$ cat src/rtl/uc_pkg.sv
package uc_pkg;
  typedef enum logic [1:0] {
    RES_DONE      = 2'b00,
    RES_LOCKED    = 2'b01,
    RES_BLANK     = 2'b10,
    RES_EXHAUSTED = 2'b11
  } uc_result_e;
endpackage

$ cat src/rtl/uc_arbiter.sv
module uc_arbiter (
  input  logic clk,
  input  logic rst_n,
  input  logic load_req,
  input  logic dec_req,
  input  logic rd_req,
  output logic g_load,
  output logic g_dec,
  output logic g_rd
);
  // fixed priority: load, then decrement, then read
  always_comb begin
    g_load = load_req;
    g_dec  = dec_req & ~load_req;
    g_rd   = rd_req & ~load_req & ~dec_req;
  end

  p_single_grant_r8: assert property (@(posedge clk) disable iff (!rst_n)
    $onehot0({g_load, g_dec, g_rd}));
  p_grant_when_any_r8: assert property (@(posedge clk) disable iff (!rst_n)
    (load_req | dec_req | rd_req) |-> (g_load | g_dec | g_rd));
endmodule

$ cat src/rtl/uc_count_core.sv
module uc_count_core #(
  parameter int CW = 17
) (
  input  logic          clk,
  input  logic          rst_n,
  input  logic          g_load,
  input  logic          g_dec,
  input  logic [CW-1:0] load_value,
  output logic [CW-1:0] count,
  output logic          loaded,
  output logic          at_zero
);
  localparam logic [CW-1:0] ONE = CW'(1);

  assign at_zero = (count == '0);

  always_ff @(posedge clk or negedge rst_n) begin
    if (!rst_n) begin
      count  <= '0;
      loaded <= 1'b0;
    end else if (g_load) begin
      if (!loaded) begin
        count  <= load_value;
        loaded <= 1'b1;
      end
    end else if (g_dec && loaded && !at_zero) begin
      count <= count - ONE;
    end
  end

  p_loaded_sticky_r2: assert property (@(posedge clk) disable iff (!rst_n)
    loaded |=> loaded);
  p_no_increase_r10: assert property (@(posedge clk) disable iff (!rst_n)
    loaded |=> (count <= $past(count)));
  p_step_one_r5: assert property (@(posedge clk) disable iff (!rst_n)
    (g_dec && loaded && !at_zero) |=> (count == $past(count) - ONE));
  p_floor_r6: assert property (@(posedge clk) disable iff (!rst_n)
    (loaded && at_zero) |=> at_zero);
  p_blank_dec_r7: assert property (@(posedge clk) disable iff (!rst_n)
    (g_dec && !loaded) |=> !loaded);
endmodule

$ cat src/rtl/uc_resp_reg.sv
module uc_resp_reg
  import uc_pkg::*;
#(
  parameter int CW = 17
) (
  input  logic          clk,
  input  logic          rst_n,
  input  logic          g_load,
  input  logic          g_dec,
  input  logic          g_rd,
  input  logic          loaded,
  input  logic          at_zero,
  input  logic [CW-1:0] count,
  input  logic [CW-1:0] rnd_bits,
  output uc_result_e    result,
  output logic [CW-1:0] rd_count,
  output logic          rd_auth_ok
);
  uc_result_e res_next;

  always_comb begin
    res_next = result;
    if (g_load)     res_next = loaded ? RES_LOCKED : RES_DONE;
    else if (g_dec) res_next = !loaded ? RES_BLANK
                              : (at_zero ? RES_EXHAUSTED : RES_DONE);
    else if (g_rd)  res_next = loaded ? RES_DONE : RES_BLANK;
  end

  always_ff @(posedge clk or negedge rst_n) begin
    if (!rst_n) begin
      result     <= RES_DONE;
      rd_count   <= '0;
      rd_auth_ok <= 1'b0;
    end else begin
      result <= res_next;
      if (g_rd) begin
        rd_count   <= loaded ? count : rnd_bits;
        rd_auth_ok <= loaded;
      end
    end
  end

  p_result_hold_r9: assert property (@(posedge clk) disable iff (!rst_n)
    !(g_load | g_dec | g_rd) |=> $stable(result));
  p_read_hold_r9: assert property (@(posedge clk) disable iff (!rst_n)
    !g_rd |=> ($stable(rd_count) && $stable(rd_auth_ok)));
  p_blank_read_r4: assert property (@(posedge clk) disable iff (!rst_n)
    (g_rd && !loaded) |=> (!rd_auth_ok && result == RES_BLANK));
endmodule

$ cat src/rtl/usage_counter.sv
module usage_counter
  import uc_pkg::*;
#(
  parameter int CW = 17
) (
  input  logic          clk,
  input  logic          rst_n,
  input  logic          load_req,
  input  logic [CW-1:0] load_value,
  input  logic          dec_req,
  input  logic          rd_req,
  input  logic [CW-1:0] rnd_bits,
  output logic          loaded,
  output logic [1:0]    result,
  output logic [CW-1:0] rd_count,
  output logic          rd_auth_ok
);
  logic g_load, g_dec, g_rd, at_zero;
  logic [CW-1:0] count;
  uc_result_e res_e;

  uc_arbiter u_arb (
    .clk(clk), .rst_n(rst_n),
    .load_req(load_req), .dec_req(dec_req), .rd_req(rd_req),
    .g_load(g_load), .g_dec(g_dec), .g_rd(g_rd)
  );

  uc_count_core #(.CW(CW)) u_core (
    .clk(clk), .rst_n(rst_n),
    .g_load(g_load), .g_dec(g_dec), .load_value(load_value),
    .count(count), .loaded(loaded), .at_zero(at_zero)
  );

  uc_resp_reg #(.CW(CW)) u_resp (
    .clk(clk), .rst_n(rst_n),
    .g_load(g_load), .g_dec(g_dec), .g_rd(g_rd),
    .loaded(loaded), .at_zero(at_zero), .count(count), .rnd_bits(rnd_bits),
    .result(res_e), .rd_count(rd_count), .rd_auth_ok(rd_auth_ok)
  );

  assign result = res_e;

  p_locked_load_r3: assert property (@(posedge clk) disable iff (!rst_n)
    (load_req && loaded) |=> (result == 2'b01 && $stable(loaded)));
endmodule

$ cat config.mk
export PLATFORM = sky130hd
export DESIGN_NAME = usage_counter
export DESIGN_NICKNAME = d
export VERILOG_FILES = /design/src/rtl/uc_pkg.sv /design/src/rtl/uc_arbiter.sv /design/src/rtl/uc_count_core.sv /design/src/rtl/uc_resp_reg.sv /design/src/rtl/usage_counter.sv
export SDC_FILE = /design/constraint.sdc
export NUM_CORES = 1
export LEC_CHECK = 0
export BUFFER_PORTS_ARGS = -buffer_cell sky130_fd_sc_hd__buf_2
export CAP_MARGIN = 20
export CORE_ASPECT_RATIO = 0.8
export CORE_MARGIN = 3
export CORE_UTILIZATION = 50
export DETAILED_ROUTE_END_ITERATION = 7
export PLACE_DENSITY = 0.81
export SLEW_MARGIN = 10
export SYNTH_ARGS = -nofsm -noshare
export SYNTH_HDL_FRONTEND = slang
export SYNTH_SLANG_ARGS = --single-unit
$ cat constraint.sdc
create_clock -name clk -period 4.5 [get_ports clk]
set_input_delay 0.225 -clock clk [delete_from_list [all_inputs] [get_ports clk]]
set_output_delay 0.225 -clock clk [all_outputs]
set_load 0.005 [all_outputs]
==> out/results.ini <==
[floorplanning]
dieArea_sq_um = 5116
chipWidth_um = 79.22
core_area_sq_um = 3954
rows = 20
pin_count = 60
start_util = 0.5424
dieHeight_um = 64.58

[power]
vdd_drop_max_v = 0.0002239
p_leak_uw = 0.001189
powerDensity_nw_per_um2 = 338.7

[cts]
ctsResizeCount = 0
root_buffer = clkbuf_8
clk_pin_slew_worst_paths_ns = 0.07
numCtsBuffers = 5
cts_tree = built
clock-sinks = 38
cts_max_level = 2
insertion_delay_ns = 0.29
post_cts_buffers = 0
holdBufCountCts = 0
cts_max_path_buffers = 2

[grt]
grt_usage = 0.2321
antenna_found_initial = 0
grt_overflow_total = 0
grt_pass1_vias = 1976
grt_max_degree = 39
grt_pass1_wl_mm = 9.259

[critical_path]
crit_path_end_kind = register
critPathMaxFanout = 9
reg2reg_depth = 5
r2r-end = u_core.count[13]$_DFFE_PN0P_
cp-start-kind = register
arrival_ns = 2.55
reg2reg_from = u_core.count[2]$_DFFE_PN0P_
r2r_slack_ns = 2.11
critPathKind = register to register
required_ns = 4.66

[routing]
ant_nets = 0
route.detailed.drc = 0
wl_per_cell_um = 16.05
drtIter0Drc = 145
vias_per_cell = 5.935
drt_pass1_iterations = 5
vias = 2018
totalWireLength_mm = 5.458

[yosys]
synth_cell_type_count = 50
post_synth.cell_area_avg_sq_um = 9.087
syn_nets = 277
ys_ff_latch = 38
synth_area_sq_um = 2145
synth_seq_area_share = 0.4434
ys.flop_type = dfrtp_1
async_flop_share = 1.000
syn_inst = 236
yosys_warnings = 0
synth_edf_count = 0

[timing]
grt_setup_unrepaired = no
final-setup-viol-count = 0
worst_slew_pin_slew_ns = 0.8250
max_freq_mhz = 418.7
slew_viol_final = 0
final_hold_viol_count = 0
fin_crit_sh = 0.5308
slew_headroom = 0.4480
finalSetupTns_ns = 0
period_needed_ns = 2.389
fin_ws_ns = 2.111
clock_skew_ns = 0.002697

[layout]
antenna_cells = 0
fillers = 355
drive_gt1_frac = 0.2632
nets = 325
multi_input_area_sq_um = 1099
area_growth_pct = 18.20
seqCellArea_sq_um = 950.9

[place]
io_buffer_count = 59
place.gp.congestion = 0.9685
dp_hpwl_mm = 3.875
pre_cts_ws_ns = 2.200

[worst_hold_path]
hp-class = primary input to async pin

[run_status]
status = finished clean

[flow_run]
cap_violations = 0

==> cells in the mapped netlist, types with 3 or more instances <==
master,count,area (sq um)
dfrtp_1,38,950.9
a21o_1,3,22.52
nand2_1,16,60.06
nand3_1,3,15.01
o21ai_0,4,20.02
or4_1,3,22.52
nor3_1,8,40.04
nor3b_1,3,22.52
inv_1,4,15.01
a221oi_1,3,26.28
clkbuf_1,16,60.06
o22ai_1,4,25.02
a22oi_1,3,22.52
nor4_1,6,37.54
nor2_1,36,135.1
a21oi_1,26,130.1
mux2i_1,18,180.2
==> worst max-delay path by stage <==
stage	from	end	slack, ns	cells after the start
after CTS	u_core.count[3]$_DFFE_PN0P_	u_core.count[13]$_DFFE_PN0P_	2.17	5
after floorplan	u_core.count[7]$_DFFE_PN0P_	u_core.count[12]$_DFFE_PN0P_	2.34	7
after global routing	u_core.count[2]$_DFFE_PN0P_	u_core.count[13]$_DFFE_PN0P_	2.00	5
final	u_core.count[2]$_DFFE_PN0P_	u_core.count[13]$_DFFE_PN0P_	2.11	5
after global placement	u_core.count[2]$_DFFE_PN0P_	u_core.count[13]$_DFFE_PN0P_	2.27	5
after detailed placement	u_core.count[3]$_DFFE_PN0P_	u_core.count[13]$_DFFE_PN0P_	2.20	5
==> critical path: stages (launching register included) <==
cell and delay, ns:
dfrtp_1 0.50, or4_1 0.63, nor3_2 0.33, o211ai_1 0.25, o311ai_0 0.41, o211ai_1 0.15
==> cells by family (layout without fill, tap and decap cells) <==
family / count (synthesis) / count (layout) / share of synthesized area
and+or+nand+nor: 88 / 88 / 0.2060
adders and majority gates: 2 / 2 / 0.01167
muxes: 19 / 19 / 0.08926
buffers and inverters: 24 / 73 / 0.04667
xor gates and xnor gates: 1 / 1 / 0.004085
AOI/OAI and AO/OA: 64 / 64 / 0.1989
DFF: 38 / 38 / 0.4434
==> state kept, by name (all words and copies together) (netlist names) <==
name               cells
u_resp.rd_count       17
u_resp.result          2
u_resp.rd_auth_ok      1
u_core.loaded          1
u_core.count          17
==> final cells by class <==
cell class              count  area share
flip-flops and latches     38      0.3751
inverters                   4    0.005923
well taps                  55     0.02715
multi-input cells         174      0.4334
clock buffers               7     0.03406
repair buffers             61      0.1224
clock inverters             1    0.001974
==> cell usage in the layout, fill, tap and decap left out, types with 2 or more instances in the layout <==
| cell | n |
|---|---|
| buf_2 | 59 |
| dfrtp_1 | 38 |
| nor2_1 | 36 |
| a21oi_1 | 26 |
| mux2i_1 | 18 |
| nand2_1 | 16 |
| nor3_1 | 8 |
| nor4_1 | 6 |
| clkbuf_8 | 6 |
| inv_1 | 4 |
| o21ai_0 | 4 |
| o22ai_1 | 4 |
| or4_1 | 3 |
| nand3_1 | 3 |
| a221oi_1 | 3 |
| a21o_1 | 3 |
| a22oi_1 | 3 |
| o31ai_1 | 2 |
| a31oi_1 | 2 |
| nand3b_1 | 2 |
| a211oi_1 | 2 |
| nor3b_1 | 2 |
| o211ai_1 | 2 |
| or3_4 | 2 |
| a311oi_1 | 2 |
| ha_1 | 2 |
| buf_4 | 2 |
==> per-stage QoR <==
step	power, uW	cells	util	hold WS (ns)	area, sq um
2_1_floorplan	541.6	236	-	-0.07059	2145
3_3_place_gp	613.0	332	0.6180	0.3664	2444
3_5_place_dp	619.4	332	0.6180	0.3723	2444
4_1_cts	861.2	340	0.6411	0.05447	2535
5_1_grt	911.9	340	0.6411	0.08032	2535
6_report	858.6	340	0.6411	0.02675	2535
==> report_power, final <==
| part | total (uW) | switching, uW | internal (uW) | leakage [uW] |
|---|---|---|---|---|
| sequential | 454 | 62.2 | 392 | 0.000418 |
| combinational | 161 | 81.9 | 78.9 | 0.000723 |
| clock | 244 | 120 | 124 | 0.0000482 |
==> routing by layer <==
layer | track usage | vias to the layer above | wire length [um]
met4 | 0.08369 | 0 | 53
met5 | 0 | - | 0
li1 | - | 971 | -
met3 | 0.06389 | 6 | 453
met1 | 0.3244 | 943 | 2527
met2 | 0.3456 | 98 | 2424
(Power assumes the default switching activity.)
